$ cat src/rtl/i2cw_pkg.sv
// Package: shared constants and the phase encoding of the write-only I2C target.
package i2cw_pkg;
    localparam int BYTE_W = 8;

    // Which byte of the transaction the engine is receiving.
    typedef enum logic [1:0] {
        PH_IDLE = 2'd0,
        PH_ADDR = 2'd1,
        PH_SUB  = 2'd2,
        PH_DATA = 2'd3
    } phase_t;
endpackage

$ cat src/rtl/i2cw_deglitch.sv
// Module: i2cw_deglitch
// Purpose: two-flop synchroniser followed by a stability filter. The clean
//          output takes a new level only after the synchronised input has
//          differed from it for FILT_CYC consecutive system cycles.
// Assumes: the idle bus level is high; reset is synchronous and active low.
module i2cw_deglitch #(
    parameter int FILT_CYC = 3
) (
    input  logic clk,
    input  logic rst_n,
    input  logic raw,
    output logic clean
);
    localparam int CNT_W = $clog2(FILT_CYC + 1);

    logic             meta_q;
    logic             sync_q;
    logic [CNT_W-1:0] run_q;

    // Bring the raw line into the clock domain.
    always_ff @(posedge clk) begin
        if (!rst_n) begin
            meta_q <= 1'b1;
            sync_q <= 1'b1;
        end else begin
            meta_q <= raw;
            sync_q <= meta_q;
        end
    end

    // Count cycles of disagreement and accept the new level once it has lasted.
    always_ff @(posedge clk) begin
        if (!rst_n) begin
            clean <= 1'b1;
            run_q <= '0;
        end else if (sync_q == clean) begin
            run_q <= '0;
        end else if (run_q == CNT_W'(FILT_CYC - 1)) begin
            clean <= sync_q;
            run_q <= '0;
        end else begin
            run_q <= run_q + 1'b1;
        end
    end

    // A change of the clean level must follow the synchronised value it accepted.
    AST_FILT_FOLLOWS: assert property (@(posedge clk) disable iff (!rst_n)
        (clean != $past(clean)) |-> (clean == $past(sync_q)));
endmodule

$ cat src/rtl/i2cw_engine.sv
// Module: i2cw_engine
// Purpose: bit-level I2C write protocol on filtered SCL/SDA. It detects the
//          bus conditions, shifts in bytes and drives the acknowledge, and it
//          emits one write strobe per accepted data byte.
// Assumes: inputs are already synchronised and deglitched; SCL is never
//          stretched; read transfers are refused by not acknowledging them.
module i2cw_engine
    import i2cw_pkg::*;
#(
    parameter logic [7:0] ADDR_BYTE = 8'h36,
    parameter int         IDX_W     = 4
) (
    input  logic              clk,
    input  logic              rst_n,
    input  logic              scl,
    input  logic              sda,
    output logic              ack_pull,
    output logic              wr_en,
    output logic [IDX_W-1:0]  wr_idx,
    output logic [BYTE_W-1:0] wr_data
);
    localparam logic [3:0] LAST_BIT = 4'd8;
    localparam logic [3:0] ACK_SLOT = 4'd9;

    logic              scl_q, sda_q;
    logic              start_c, stop_c, scl_rise, scl_fall;
    phase_t            phase_q;
    logic [3:0]        bit_q;
    logic [BYTE_W-1:0] shift_q;
    logic [IDX_W-1:0]  idx_q;

    // Keep the previous filtered levels for edge and condition detection.
    always_ff @(posedge clk) begin
        if (!rst_n) begin
            scl_q <= 1'b1;
            sda_q <= 1'b1;
        end else begin
            scl_q <= scl;
            sda_q <= sda;
        end
    end

    // Decode the bus events; a condition needs SCL high in both cycles.
    always_comb begin
        start_c  = scl & scl_q & sda_q & ~sda;
        stop_c   = scl & scl_q & ~sda_q & sda;
        scl_rise = scl & ~scl_q;
        scl_fall = ~scl & scl_q;
    end

    // Protocol sequencer: shift bits, decide the acknowledge, commit data.
    always_ff @(posedge clk) begin
        if (!rst_n) begin
            phase_q  <= PH_IDLE;
            bit_q    <= '0;
            shift_q  <= '0;
            idx_q    <= '0;
            ack_pull <= 1'b0;
            wr_en    <= 1'b0;
        end else begin
            wr_en <= 1'b0;
            if (start_c) begin
                phase_q  <= PH_ADDR;
                bit_q    <= '0;
                ack_pull <= 1'b0;
            end else if (stop_c) begin
                phase_q  <= PH_IDLE;
                bit_q    <= '0;
                ack_pull <= 1'b0;
            end else if (phase_q != PH_IDLE) begin
                if (scl_rise) begin
                    if (bit_q < LAST_BIT) begin
                        shift_q <= {shift_q[BYTE_W-2:0], sda};
                        bit_q   <= bit_q + 1'b1;
                    end else if (bit_q == ACK_SLOT && phase_q == PH_DATA && ack_pull) begin
                        wr_en <= 1'b1;
                    end
                end else if (scl_fall) begin
                    if (bit_q == LAST_BIT) begin
                        case (phase_q)
                            PH_ADDR: begin
                                if (shift_q == ADDR_BYTE) begin
                                    ack_pull <= 1'b1;
                                    bit_q    <= ACK_SLOT;
                                end else begin
                                    phase_q <= PH_IDLE;
                                    bit_q   <= '0;
                                end
                            end
                            PH_SUB: begin
                                idx_q    <= shift_q[IDX_W-1:0];
                                ack_pull <= 1'b1;
                                bit_q    <= ACK_SLOT;
                            end
                            default: begin
                                ack_pull <= 1'b1;
                                bit_q    <= ACK_SLOT;
                            end
                        endcase
                    end else if (bit_q == ACK_SLOT) begin
                        ack_pull <= 1'b0;
                        bit_q    <= '0;
                        phase_q  <= (phase_q == PH_SUB) ? PH_DATA : PH_SUB;
                    end
                end
            end
        end
    end

    assign wr_idx  = idx_q;
    assign wr_data = shift_q;

    AST_WRITE_AFTER_ACK: assert property (@(posedge clk) disable iff (!rst_n)
        wr_en |-> $past(ack_pull));
    AST_IDLE_NO_PULL: assert property (@(posedge clk) disable iff (!rst_n)
        (phase_q == PH_IDLE) |-> !ack_pull);
    AST_COND_RESTARTS: assert property (@(posedge clk) disable iff (!rst_n)
        start_c |=> (phase_q == PH_ADDR && bit_q == 4'd0 && !ack_pull));
    AST_STOP_ABORTS: assert property (@(posedge clk) disable iff (!rst_n)
        stop_c |=> (phase_q == PH_IDLE && !wr_en));
endmodule

$ cat src/rtl/i2cw_target.sv
// Module: i2cw_target
// Purpose: top of the write-only I2C register target. It filters both bus
//          lines, runs the protocol engine and holds the register bank.
// Assumes: sda_in is the wired bus value; sda_pull drives an external
//          open-drain pull-down; NREG is a power of two no larger than 16.
module i2cw_target
    import i2cw_pkg::*;
#(
    parameter bit ALT_ADDR = 1'b0,
    parameter int FILT_CYC = 3,
    parameter int NREG     = 16
) (
    input  logic                   clk,
    input  logic                   rst_n,
    input  logic                   scl_in,
    input  logic                   sda_in,
    output logic                   sda_pull,
    output logic [NREG*BYTE_W-1:0] regs_flat
);
    localparam int         IDX_W     = $clog2(NREG);
    localparam logic [7:0] ADDR_BYTE = ALT_ADDR ? 8'h34 : 8'h36;

    logic [1:0]        raw_lines;
    logic [1:0]        clean_lines;
    logic              wr_en;
    logic [IDX_W-1:0]  wr_idx;
    logic [BYTE_W-1:0] wr_data;
    logic [NREG-1:0]   we_vec;

    assign raw_lines = {sda_in, scl_in};

    // One identical filter per bus line keeps the two paths aligned in time.
    for (genvar ln = 0; ln < 2; ln++) begin : g_filt
        i2cw_deglitch #(.FILT_CYC(FILT_CYC)) u_filt (
            .clk  (clk),
            .rst_n(rst_n),
            .raw  (raw_lines[ln]),
            .clean(clean_lines[ln])
        );
    end

    i2cw_engine #(.ADDR_BYTE(ADDR_BYTE), .IDX_W(IDX_W)) u_engine (
        .clk     (clk),
        .rst_n   (rst_n),
        .scl     (clean_lines[0]),
        .sda     (clean_lines[1]),
        .ack_pull(sda_pull),
        .wr_en   (wr_en),
        .wr_idx  (wr_idx),
        .wr_data (wr_data)
    );

    // Register bank: each register loads when its decoded strobe fires.
    for (genvar r = 0; r < NREG; r++) begin : g_reg
        assign we_vec[r] = wr_en && (wr_idx == IDX_W'(r));

        // Hold or load one control register.
        always_ff @(posedge clk) begin
            if (!rst_n) begin
                regs_flat[r*BYTE_W +: BYTE_W] <= '0;
            end else if (we_vec[r]) begin
                regs_flat[r*BYTE_W +: BYTE_W] <= wr_data;
            end
        end
    end

    AST_ONE_REG_WRITE: assert property (@(posedge clk) disable iff (!rst_n)
        $onehot0(we_vec));
endmodule

$ cat config.mk
export PLATFORM = sky130hd
export DESIGN_NAME = i2cw_target
export DESIGN_NICKNAME = d
export VERILOG_FILES = /design/src/rtl/i2cw_pkg.sv /design/src/rtl/i2cw_deglitch.sv /design/src/rtl/i2cw_engine.sv /design/src/rtl/i2cw_target.sv
export SDC_FILE = /design/constraint.sdc
export NUM_CORES = 1
export LEC_CHECK = 0
export ABC_AREA = 1
export BUFFER_PORTS_ARGS = -buffer_cell sky130_fd_sc_hd__buf_2
export CAP_MARGIN = 10
export CORE_AREA = 8 8 91 133
export CTS_BUF_LIST = sky130_fd_sc_hd__clkbuf_8 sky130_fd_sc_hd__clkbuf_16
export DETAILED_ROUTE_END_ITERATION = 10
export DIE_AREA = 0 0 99 141
export HOLD_SLACK_MARGIN = 0.08
export PLACE_DENSITY = 0.86
export SLEW_MARGIN = 20
export SYNTH_ARGS = -nofsm -noshare
export SYNTH_HDL_FRONTEND = slang
export SYNTH_SLANG_ARGS = --single-unit
$ cat constraint.sdc
create_clock -name clk -period 2.6 [get_ports clk]
set_input_delay 0.26 -clock clk [delete_from_list [all_inputs] [get_ports clk]]
set_output_delay 0.26 -clock clk [all_outputs]
set_load 0.03 [all_outputs]
# Word-level counts from Yosys, hierarchy flattened
# Cells that the tools add are included.
# word_totals
input_bits	4
out_inout_bits	129
wordCells	147
register_bits	160
# op_classes
n_mux	22
n_addsub	3
order_cmp	1
n_eq_ne	32
bitwise_logic	18
n_reduce_logical	38
# op_table
operator	n
4-bit == test, second input constant	10
4-bit 2-to-1 mux	7
1-bit logical AND	18
4-bit by 3-bit == test with 1-bit output, second input constant	4
6-bit AND reduction	2
1-bit 2-to-1 mux	11
1-bit NOT	11
5-bit AND reduction	2
3-bit nonzero test	3
3-bit OR reduction	3
2-bit == test, second input constant	4
4-bit by 2-bit == test with 1-bit output, second input constant	2
8-bit by 6-bit == test with 1-bit output, second input constant	1
2-bit 2-to-1 mux	4
4-bit by 2-bit != test with 1-bit output, second input constant	2
1-bit AND	7
7-bit AND reduction	1
2-bit != test, second input constant	3
2-bit nonzero test	3
6-bit OR reduction	1
2-bit by 1-bit adder with 2-bit output, second input constant	2
4-bit by 1-bit adder with 4-bit output, second input constant	1
4-bit by 1-bit == test with 1-bit output, second input constant	1
4-bit zero test	1
8 further kinds	10

# Depth between registers and ports, before layout
# Gate-level depths: netlist of the first run.
# logic_depth
ltp_word	9
mapped_depth	10
mapped_depth_nobuf	10

# Modules after synthesis
# Synthesis of the first run repeated with hierarchy kept, for this count alone.
# hier_totals
hier_cells	929
area_unflattened_um2	6357.3
# modules_own_cells
module	n_inst	cells_per_inst	area_per_inst_um2	seq_area_each_um2
i2cw_target	1	739	4917.2	2562.5
i2cw_engine	1	150	1077.3	440.4
i2cw_deglitch	2	20	181.4	100.1

# Least setup slack after synthesis of the first run
# OpenSTA, ideal clock, no wires.
# synth_timing
path_type	register to register
from	register u_engine.bit_q[0]
to	register u_engine.bit_q[0]
setup_time_ps	56
path_buffers	0
period_less_slack_ps	1307
arrival_ps	1251
path_stages_with_launch	10
path_slack_ps	1293
required_ps	2544
path_cell_list	dfxtp_1 inv_1 ha_1 o21ai_0 nand2_1 nand2_1 inv_1 o211ai_1 nand2_1 inv_1
# synth_between
elab_chain_cells	4
elab_cells_between_ends	11
classes_between	add/sub: 1; order compare: 1; eq/ne: 3; mux: 4; reduce/logical: 2
# synth_lines
item	line	rtl
from (decl)	i2cw_engine.sv:28	logic [3:0] bit_q;
from (signal assigned)	i2cw_engine.sv:74	bit_q <= bit_q + 1'b1;
parallel branches: the longest is 4 deep, another holds 4-bit less-than comparator	n/a	
# Several ways; the timed one is not identified. The select of a mux whose other input is x is not followed.
# A chain may end at the register's enable or synchronous reset.

# Worst setup path in the final report of the first run
# layout_timing
from	register u_engine.idx_q[2] (netlist: u_engine.wr_idx[2])
to	register regs_flat[11]
# layout_between
elab_chain_cells	2
# layout_lines
item	line	rtl
from (decl)	i2cw_engine.sv:30	logic [IDX_W-1:0] idx_q;
from (signal assigned)	i2cw_engine.sv:91	idx_q <= shift_q[IDX_W-1:0];
4-bit by 1-bit == test with 1-bit output	i2cw_target.sv:55	assign we_vec[r] = wr_en && (wr_idx == IDX_W'(r));
1-bit logical AND	i2cw_target.sv:55	
to (signal, indexed assignment)	i2cw_target.sv:62	regs_flat[r*BYTE_W +: BYTE_W] <= wr_data;
to (decl)	i2cw_target.sv:18	output logic [NREG*BYTE_W-1:0] regs_flat
# Every way passes these cells.

==> results of run 1 <==
[registers in the layout, indices dropped and copies added (netlist names)]
signal,cells
u_engine.wr_data,8
g_filt.u_filt.meta_q,2
u_engine.sda_q,1
u_engine.wr_en,1
u_engine.ack_pull,1
u_engine.scl_q,1
u_engine.phase_q,2
u_engine.bit_q,4
g_filt.u_filt.run_q,4
u_engine.wr_idx,4
g_filt.u_filt.clean,2
regs_flat,128
g_filt.u_filt.sync_q,2
[worst max-delay path, delay by kind of cell (launching register included)]
kind                   cells  cell delay, ns
DFF                        1            0.36
AOI/OAI and AO/OA          2            0.42
and+or+nand+nor            2            0.84
buffers and inverters      1            0.11
[stage by stage]
stage	setup WS (ns)	cells
2_1_floorplan	1.293	681
3_3_place_gp	0.9729	896
3_5_place_dp	0.8566	896
4_1_cts	0.8191	930
5_1_grt	0.5676	930
6_report	0.7999	930
[worst min-delay path by stage]
stage	slack [ns]	startpoint	end	depth (start not counted)
floorplan	0.37	scl_in	g_filt[0].u_filt.meta_q$_SDFF_PN1_	1
global route	0.42	rst_n	regs_flat[37]$_SDFFE_PN0P_	3
detailed placement	0.41	g_filt[1].u_filt.meta_q$_SDFF_PN1_	g_filt[1].u_filt.sync_q$_SDFF_PN1_	1
finish	0.40	rst_n	regs_flat[59]$_SDFFE_PN0P_	3
global placement	0.40	g_filt[1].u_filt.run_q[0]$_SDFF_PP0_	g_filt[1].u_filt.run_q[0]$_SDFF_PP0_	1
CTS	0.38	rst_n	regs_flat[59]$_SDFFE_PN0P_	3
[logic make-up after synthesis]
group                      count (synthesis)  share of synthesized area, %
AOI/OAI and AO/OA                        267                         23.98
xor gates and xnor gates                   1                        0.1552
adders and majority gates                  5                         1.108
buffers and inverters                    101                         7.469
DFF                                      160                         56.74
and+or+nand+nor                          147                         10.55
[routing by layer]
layer / global-route usage, % / vias up / wire [µm]
met3: 6.111 / 52 / 1068
met5: 0 / - / 0
li1: - / 2500 / -
met1: 22.99 / 2446 / 5827
met4: 13.16 / 0 / 614
met2: 39.32 / 225 / 8374
[timing repair]
item	in CTS	in global routing
setup buffers	0	0
hold buffers	2	0
endpoints found under the hold margin	2	0
endpoints found under the setup margin	0	0
[placed cells by master (no fill, tap or decap)]
| cell | count |
|---|---|
| buf_2 | 132 |
| nor4_1 | 1 |
| clkinvlp_4 | 2 |
| dfxtp_1 | 160 |
| nand3_1 | 13 |
| xor2_1 | 1 |
| nand2_1 | 33 |
| o21ai_0 | 141 |
| ha_1 | 5 |
| clkinv_2 | 4 |
| a21oi_1 | 119 |
| inv_8 | 1 |
| nor3_2 | 1 |
| inv_1 | 55 |
| nor3b_1 | 1 |
| bufinv_16 | 2 |
| and2_1 | 1 |
| clkinv_1 | 3 |
| or2_2 | 4 |
| nand4_1 | 1 |
| buf_4 | 7 |
| buf_12 | 2 |
| clkinv_4 | 2 |
| nor2_1 | 92 |
| o211ai_1 | 3 |
| dlygate4sd3_1 | 2 |
| a211oi_1 | 4 |
| clkbuf_16 | 17 |
| inv_6 | 4 |
[power breakdown]
part / internal, W / total, W / switching, W
logic: 0.0000209 / 0.0000618 / 0.0000409
clock network: 0.00143 / 0.00245 / 0.00102
registers: 0.00245 / 0.00246 / 0.00000223
total: 0.00390 / 0.00497 / 0.00106
[cell type report]
cell class,count,area [µm²]
clock buffers,17,425.4
inverters,58,217.7
clock inverters,15,158.9
well taps,117,146.4
multi-input cells,420,2021
fillers,772,3133
repair buffers,143,773.2
flip-flops and latches,160,3203
==> summary.md, run 1 <==
| Metric | Value |
|---|---|
| Mapped Cells | 681 |
| GRT Total Usage | 22.30% |
| Pleak | 3.286 nW |
| Leading area contributor after synthesis | dfxtp_1 |
| Largest cells by area after synthesis | dfxtp_1, o21ai_0, a21oi_1, nor2_1, inv_1 |
| Total routed wirelength | 15,890 µm |
| CTS tree | done |
| Library cells used by synthesis | 22 |
| Routability cong. | 0.8250 |
| Count leader, synth | dfxtp_1 |
| CTS root buf | clkbuf_16 |
| Yosys warns | 0 |
| Initial DRC count | 285 |
| Post-route ant nets | 0 |
| RSZ-0062 raised after global routing | no |
| # setup viols final | 0 |
| Final core occ | 68.91% |
| Worst-Margin Slew | 0.8635 ns |
| First-pass GRT wire length | 24,980 µm |
| Post-layout net count | 809 |
| CP Max Fanout | 15 |
| H-tree Lvls | 4 |
| Skew-Pair Late Insertion Delay | 0.42 ns |
| Slowest-stage cell, CP | nor2_1 |
| Clock buffer depth | 2 |
| Mapped Area | 0.005645 mm² |
| Post-CTS Resized | 0 |
| HP Class | input pin to flop |
| # diodes | 0 |
| Vias in the first global route | 5,079 |
| Pwr dens | 714.9 mW/mm² |
| Fin crit period | 1.800 ns |
| Drt drc | 0 |
| Max frequency | 555.5 MHz |
| Initial core utilization | 56.01% |
| Final Hold Fails | 0 |
| Drt pass-1 iters | 5 |
| Fin Setup TNS | 0 ns |
| Max cap viols | 0 |
| Area of the core | 0.01008 mm² |
| Final Cycle Share | 69.24% |
| Asr flop ratio synth | 0% |
| Initial antenna violation count | 0 |
| Final Cell Area | 0.006945 mm² |
| Post-synth top cells | dfxtp_1, o21ai_0, a21oi_1, nor2_1, inv_1 |
| CTS sink count | 160 |
| Die H | 141 µm |
| Register area share after synthesis | 56.74% |
| DP Area | 0.006341 mm² |
| IO Port Bufs | 132 |
| Reg2reg start | u_engine.wr_idx[2]$_SDFFE_PN0P_ |
| Final clock skew | 0.009586 ns |
| CP arrival | 2.14 ns |
| Mapped Avg Cell Area | 8.290 µm² |
| Crit path largest cell delay | 0.65 ns |
| Area Growth Syn to Fin | 23.03% |
| Worst R2R Setup Slack | 0.80 ns |
| Syn Nets | 690 |
| Pin count of the biggest net entering global routing | 63 |
| Worst vdd ir | 0.5346 mV |
| Layout cell share with drive strength beyond 1 | 21.89% |
| Die ar. | 0.01396 mm² |
| Worst setup path start | u_engine.wr_idx[2]$_SDFFE_PN0P_ |
| CP Class | flop to flop |
| Synth Register Bits | 160 |
| Pwr Total | 0.004965 W |
| Synth Flop Type | dfxtp_1 |
| HPWL after DPL | 10,670 µm |
| Number of synthesized flops with an enable pin | 0 |
| DR vias | 5,223 |
| Slew HR | 42.22% |
| FF-to-FF path depth | 5 |
| WL/cell | 17.08 µm |
| Yosys top cell area share | 56.74% |
| Critical Path Most Common Cell | nor2_1 |
| Boundary Pins | 133 |
| WHS | 0.3984 ns |
| FP Rows | 45 |
| Vias per std cell | 5.616 |
| Critical path startpoint category | flop |
| Die width | 99 µm |
| Crit-path cells | nor2_1 > inv_1 > nor2_1 > o21ai_0 > a21oi_1 |
| Grt ovf | 0 |
| Status | finished clean |
| Crit path required time | 2.94 ns |
| CP endpoint kind | flop |
| Reg2reg end | regs_flat[11]$_SDFFE_PN0P_ |
| CP Capture Point | regs_flat[11]$_SDFFE_PN0P_ |
| CTS Buf Count | 17 |
| Max-slew violation count | 0 |
| Clock transition at path regs | 0.06 ns |
Power figures use the tool's default switching activity.
==> run 2, diff against run 1 <==
--- a/config.mk
+++ b/config.mk
@@ -8,12 +8,12 @@
 export ABC_AREA = 1
 export BUFFER_PORTS_ARGS = -buffer_cell sky130_fd_sc_hd__buf_2
 export CAP_MARGIN = 10
-export CORE_AREA = 8 8 91 133
+export CORE_AREA = 8 8 94 138
 export CTS_BUF_LIST = sky130_fd_sc_hd__clkbuf_8 sky130_fd_sc_hd__clkbuf_16
 export DETAILED_ROUTE_END_ITERATION = 10
-export DIE_AREA = 0 0 99 141
+export DIE_AREA = 0 0 102 146
 export HOLD_SLACK_MARGIN = 0.08
-export PLACE_DENSITY = 0.86
+export PLACE_DENSITY = 0.81
 export SLEW_MARGIN = 20
 export SYNTH_ARGS = -nofsm -noshare
 export SYNTH_HDL_FRONTEND = slang
==> constraint.sdc (replaced) <==
create_clock -name clk -period 1.7 [get_ports clk]
set_input_delay 0.17 -clock clk [delete_from_list [all_inputs] [get_ports clk]]
set_output_delay 0.17 -clock clk [all_outputs]
set_load 0.03 [all_outputs]
==> summary.md, run 2 (synthesis results as in run 1) <==
| Metric | Value |
|---|---|
| Status | finished clean |
| Fin Setup TNS | 0 ns (unchanged) |
| Slew HR | 68.85% (+27 points) |
| Worst vdd ir | 0.6901 mV (+29%) |
| Routability cong. | 0.8816 (+6.9%) |
| Area of the multi-input gates | 0.002023 mm² (+0.12%) |
| Crit path required time | 2.07 ns (-0.87 ns) |
| Die H | 146 µm (+3.5%) |
| Die width | 102 µm (+3.0%) |
| Most common cell after layout, fill and taps aside | dfxtp_1 |
| Pin count of the biggest net entering global routing | 102 (+62%) |
| Post-route ant nets | 0 (unchanged) |
| First-pass GRT wire length | 25,540 µm (+2.3%) |
| CTS Buf Count | 17 (unchanged) |
| Vias in the first global route | 4,956 (-2.4%) |
| Post-layout net count | 830 (+2.6%) |
| Drt pass-1 iters | 5 (unchanged) |
| Initial antenna violation count | 0 (unchanged) |
| Final Hold Fails | 0 (unchanged) |
| Max frequency | 646.3 MHz (+16%) |
| Die ar. | 0.01489 mm² (+6.7%) |
| Critical path startpoint category | flop |
| Hold depth | 1 (-2) |
| CP endpoint kind | flop |
| Pleak | 3.418 nW (+4.0%) |
| FF-to-FF path depth | 9 (+4) |
| Final clock skew | 0.005589 ns (-0.003997 ns) |
| Clock transition at path regs | 0.06 ns (about the same) |
| CTS tree | done |
| Initial DRC count | 243 (-15%) |
| Clock buffer depth | 2 (unchanged) |
| Grt ovf | 0 (unchanged) |
| Drt drc | 0 (unchanged) |
| # diodes | 0 (unchanged) |
| Max cap viols | 0 (unchanged) |
| GRT Total Usage | 21.87% (-0.43 points) |
| RSZ-0062 raised after global routing | no |
| # setup viols final | 0 (unchanged) |
| WL/cell | 16.24 µm (-4.9%) |
| CP arrival | 1.92 ns (-0.22 ns) |
| Number of flip-flops under the largest register name | 128 (unchanged) |
| FP Rows | 47 (+4.4%) |
| Fill cell count | 978 (+27%) |
| Most frequent cells in the layout | dfxtp_1, o21ai_0, buf_2 |
| Fin cells | 980 (+5.4%) |
| H-tree Lvls | 4 (unchanged) |
| Skew-Pair Late Insertion Delay | 0.42 ns (about the same) |
| HPWL after DPL | 10,410 µm (-2.4%) |
| CP Max Fanout | 5 (-10) |
| Total routed wirelength | 15,920 µm (+0.22%) |
| Initial core utilization | 51.61% (-4.4 points) |
| DR vias | 5,118 (-2.0%) |
| CTS sink count | 160 (unchanged) |
| Fin crit period | 1.547 ns (-0.2528 ns) |
| CTS root buf | clkbuf_16 |
| Pwr dens | 1114 mW/mm² (+56%) |
| Boundary Pins | 133 (unchanged) |
| Post-CTS setup buffers | 0 (unchanged) |
| Area of the core | 0.01094 mm² (+8.5%) |
| Largest reg by FF count | regs_flat |
| HP Class | flop to flop |
| Area Growth Syn to Fin | 27.57% |
| Worst-Margin Slew | 0.4648 ns (-0.3987 ns) |
| IO Port Bufs | 132 (unchanged) |
| Layout cell share with drive strength beyond 1 | 23.77% (+1.9 points) |
| Register area | 0.003203 mm² (unchanged) |
| Vias per std cell | 5.222 (-7.0%) |
| Placed insts | 946 (+5.6%) |
| Max-slew violation count | 0 (unchanged) |
| CP Class | flop to flop |
| Final Cycle Share | 91.02% (+22 points) |
[run 2: cell count changes in the layout (fill, tap and decap cells not counted), sizes merged]
cell         delta
clkinvlp        -1
dlygate4sd3     +1
clkbuf          +1
buf            +20
inv             -4
bufinv          +3
[run 2: final timing paths]
check                                                          start                              endpoint  slack [ns]
worst max-delay path                  u_engine.bit_q[0]$_SDFFE_PP0P_        u_engine.bit_q[0]$_SDFFE_PP0P_        0.15
worst min-delay path            g_filt[1].u_filt.run_q[0]$_SDFF_PP0_  g_filt[1].u_filt.run_q[0]$_SDFF_PP0_        0.41
worst max register to register        u_engine.bit_q[0]$_SDFFE_PP0P_        u_engine.bit_q[0]$_SDFFE_PP0P_        0.15
worst min register to register  g_filt[1].u_filt.run_q[0]$_SDFF_PP0_  g_filt[1].u_filt.run_q[0]$_SDFF_PP0_        0.41
[run 2: repair_timing]
action | in CTS | in global routing
hold buffers | 3 | 0
endpoints found under the hold margin | 6 | 0
resized for setup | 0 | 2
setup endpoints to repair | 0 | 3
[run 2: metal layers]
layer / routed length [µm] / vias up / global-route usage, %
met2: 8364 / 143 / 37.98
met3: 795 / 35 / 5.556
met5: 0 / - / 0
li1: - / 2552 / -
met4: 500 / 0 / 11.22
met1: 6260 / 2388 / 23.37
[run 2: metrics by stage]
stage          setup slack [ns]  hold slack (ns)  power (W)  util, %  instance area [µm²]
5_1_grt                 0.04420           0.4302   0.008221    65.84                 7202
2_1_floorplan            0.3927           0.2766   0.003906        -                 5645
3_3_place_gp             0.2809           0.3603   0.003928    59.60                 6519
6_report                 0.1526           0.4118   0.008022    65.84                 7202
4_1_cts                 0.07437           0.4142   0.008065    65.82                 7199
3_5_place_dp             0.2008           0.3586   0.003928    59.60                 6519
[run 2: layout make-up]
| cell class | count | area share [%] |
|---|---|---|
| Clock buffer | 18 | 6.098 |
| Clock inverter | 13 | 2.936 |
| Inverter | 58 | 3.023 |
| Multi-Input combinational cell | 420 | 28.09 |
| Sequential cell | 160 | 44.48 |
| Tap cell | 147 | 2.554 |
| Timing Repair Buffer | 164 | 12.82 |
[run 2: where the power goes]
group	internal (W)	total [W]	switching, W
Clock	0.00264	0.00417	0.00153
Sequential	0.00376	0.00376	0.00000352
Combinational	0.0000312	0.0000926	0.0000614
Total	0.00643	0.00802	0.00159
[run 2: worst max-delay path, cell delays in order, from the launching register on]
cell and delay, ns:
dfxtp_1 0.42, inv_1 0.11, ha_1 0.22, o21ai_1 0.17, nand2_1 0.09, nand2_2 0.12, inv_1 0.09, o211ai_1 0.14
nand2_1 0.08, inv_1 0.05
==> run 3, diff against run 2 <==
==> constraint.sdc (replaced) <==
create_clock -name clk -period 1.6 [get_ports clk]
set_input_delay 0.16 -clock clk [delete_from_list [all_inputs] [get_ports clk]]
set_output_delay 0.16 -clock clk [all_outputs]
set_load 0.03 [all_outputs]
==> summary.md, run 3 (synthesis results as in run 1) <==
| Metric | Value |
|---|---|
| Worst vdd ir | 0.7724 mV (+12%) |
| Initial DRC count | 269 (+11%) |
| Register area | 0.003204 mm² (about the same) |
| HP Class | flop to flop |
| H-tree Lvls | 4 (unchanged) |
| Sequential share of power | 50.5% (+3.6 points) |
| Final core occ | 65.21% (-0.63 points) |
| Worst setup path start | u_engine.bit_q[1]$_SDFFE_PP0P_ |
| CP arrival | 1.82 ns (-0.10 ns) |
| Boundary Pins | 133 (unchanged) |
| Sw frac | 21.90% (+2.0 points) |
| First-pass GRT wire length | 24,790 µm (-2.9%) |
| CTS tree | done |
| DP Worst Slack | 0.1168 ns (-0.08404 ns) |
| CTS Buf Count | 17 (unchanged) |
| CP Class | flop to flop |
| Most frequent cells in the layout | dfxtp_1, o21ai_0, buf_2 |
| Post-route ant nets | 0 (unchanged) |
| Crit path required time | 1.96 ns (-0.11 ns) |
| Max-slew violation count | 0 (unchanged) |
| GRT Total Usage | 21.17% (-0.70 points) |
| Routing usage on met3 | 5.220% (-0.34 points) |
| Layout cell share with drive strength beyond 1 | 23.80% (+0.034 points) |
| Slew HR | 74.40% (+5.5 points) |
| Fin Setup TNS | 0 ns (unchanged) |
| FP Rows | 47 (unchanged) |
| Final clock skew | 0.005474 ns (-0.0001153 ns) |
| Fill cell count | 972 (-0.61%) |
| Clock buffer depth | 2 (unchanged) |
| Share of power burned in combinational logic | 1.3% (about the same) |
| DR vias | 5,088 (-0.59%) |
| Reg2reg start | u_engine.bit_q[1]$_SDFFE_PP0P_ |
| Area of the core | 0.01094 mm² (unchanged) |
| FF-to-FF path depth | 9 (unchanged) |
| # setup viols final | 0 (unchanged) |
| Max frequency | 688.3 MHz (+6.5%) |
| Most common cell after layout, fill and taps aside | dfxtp_1 |
| Final Cycle Share | 90.81% (-0.21 points) |
| Worst R2R Setup Slack | 0.15 ns (about the same) |
| Die ar. | 0.01489 mm² (unchanged) |
| Pwr dens | 1109 mW/mm² (-0.44%) |
| Pleak | 3.395 nW (-0.67%) |
| Total routed wirelength | 15,450 µm (-3.0%) |
| Final setup margin | 0.1471 ns (-0.005559 ns) |
| Die H | 146 µm (unchanged) |
| Initial antenna violation count | 0 (unchanged) |
| RSZ-0062 raised after global routing | no |
| # diodes | 0 (unchanged) |
| Skew-Pair Late Insertion Delay | 0.42 ns (about the same) |
| Initial core utilization | 51.61% (unchanged) |
| Vias in the first global route | 4,879 (-1.6%) |
| Die width | 102 µm (unchanged) |
| Global Route met1 Usage | 22.52% (-0.85 points) |
| Reg2reg end | u_engine.bit_q[0]$_SDFFE_PP0P_ |
| HPWL after DPL | 10,400 µm (-0.16%) |
| Routability cong. | 0.8501 (-3.6%) |
| Status | finished clean |
| Global routing's busiest layer | met2 |
| Post-CTS setup buffers | 0 (unchanged) |
| Drt drc | 0 (unchanged) |
| Final Hold Fails | 0 (unchanged) |
| CTS root buf | clkbuf_16 |
| WL/cell | 15.72 µm (-3.3%) |
| Number of flip-flops under the largest register name | 128 (unchanged) |
| Max cap viols | 0 (unchanged) |
| NetSw | 0.001732 W (+8.8%) |
| Grt ovf | 0 (unchanged) |
| Pin count of the biggest net entering global routing | 76 (-25%) |
| CP endpoint kind | flop |
| IO Port Bufs | 132 (unchanged) |
| Fin crit period | 1.453 ns (-0.09444 ns) |
| CP Max Fanout | 5 (unchanged) |
| Pint | 0.006178 W (-3.9%) |
| Area of the multi-input gates | 0.002027 mm² (+0.19%) |
| Worst Min Path Start | g_filt[1].u_filt.run_q[0]$_SDFF_PP0_ |
| Largest reg by FF count | regs_flat |
| Clock power share | 48.2% (-3.8 points) |
| Worst-Margin Slew | 0.3836 ns (-0.08112 ns) |
| CTS sink count | 160 (unchanged) |
| Drt pass-1 iters | 8 (+3) |
| Critical path startpoint category | flop |
| Post-layout net count | 832 (+0.24%) |
| Vias per std cell | 5.176 (-0.89%) |
| Area Growth Syn to Fin | 26.35% |
| CP Capture Point | u_engine.bit_q[0]$_SDFFE_PP0P_ |
| Hold depth | 1 (unchanged) |
| GR Layer Usage met2 | 37.10% (-0.88 points) |
| Clock transition at path regs | 0.06 ns (about the same) |
[run 3: critical path: stages (launching register included)]
cell      delay [ns]
dfxtp_1         0.38
inv_1           0.08
ha_1            0.19
o21ai_1         0.19
nand2_1         0.08
nand2_1         0.16
inv_1           0.09
o211ai_1        0.09
nand2_1         0.08
inv_1           0.06
[run 3: how the worst min path moves through the flow]
stage	to	slack [ns]
after floorplan	g_filt[0].u_filt.meta_q$_SDFF_PN1_	0.27
after global placement	g_filt[1].u_filt.meta_q$_SDFF_PN1_	0.35
after detailed placement	g_filt[1].u_filt.meta_q$_SDFF_PN1_	0.35
after CTS	g_filt[1].u_filt.run_q[0]$_SDFF_PP0_	0.41
after global routing	g_filt[1].u_filt.run_q[0]$_SDFF_PP0_	0.43
final	g_filt[1].u_filt.run_q[0]$_SDFF_PP0_	0.41
[run 3: what timing repair did]
action / CTS / global route
setup endpoints to repair: 0 / 8
hold buffers: 3 / 0
hold endpoints to repair: 8 / 0
gates resized for setup: 0 / 3
[run 3: cell type report]
cell class | count | share of cell area, %
clock buffers | 17 | 5.964
repair buffers | 166 | 13.16
well taps | 147 | 2.578
multi-input cells | 420 | 28.42
flip-flops and latches | 160 | 44.92
clock inverters | 15 | 1.912
inverters | 58 | 3.052
[run 3: per-stage QoR]
step | hold WS [ns] | instances | power [W] | instance area, µm²
floorplan | 0.2666 | 681 | 0.004151 | 5645
global placement | 0.3483 | 948 | 0.004175 | 6534
detailed placement | 0.3492 | 948 | 0.004176 | 6534
CTS | 0.4142 | 983 | 0.007970 | 7126
global route | 0.4337 | 983 | 0.008147 | 7133
finish | 0.4118 | 983 | 0.007911 | 7133
[run 3: power groups by stage]
stage                     Sequential, W  Combinational, W  Clock [W]
final                           0.00399          0.000101    0.00382
after global routing            0.00399          0.000114    0.00404
after global placement          0.00408         0.0000932          0
after detailed placement        0.00408         0.0000938          0
after floorplan                 0.00408         0.0000694          0
after CTS                       0.00399          0.000101    0.00388
[run 3: metal layers]
layer  share of wire [%]  wire length [µm]  vias up
li1                    -                 -     2555
met1                  39              6051     2339
met2                  53              8179      147
met3                 4.6               711       47
met4                 3.3               506        0
met5                   0                 0        -
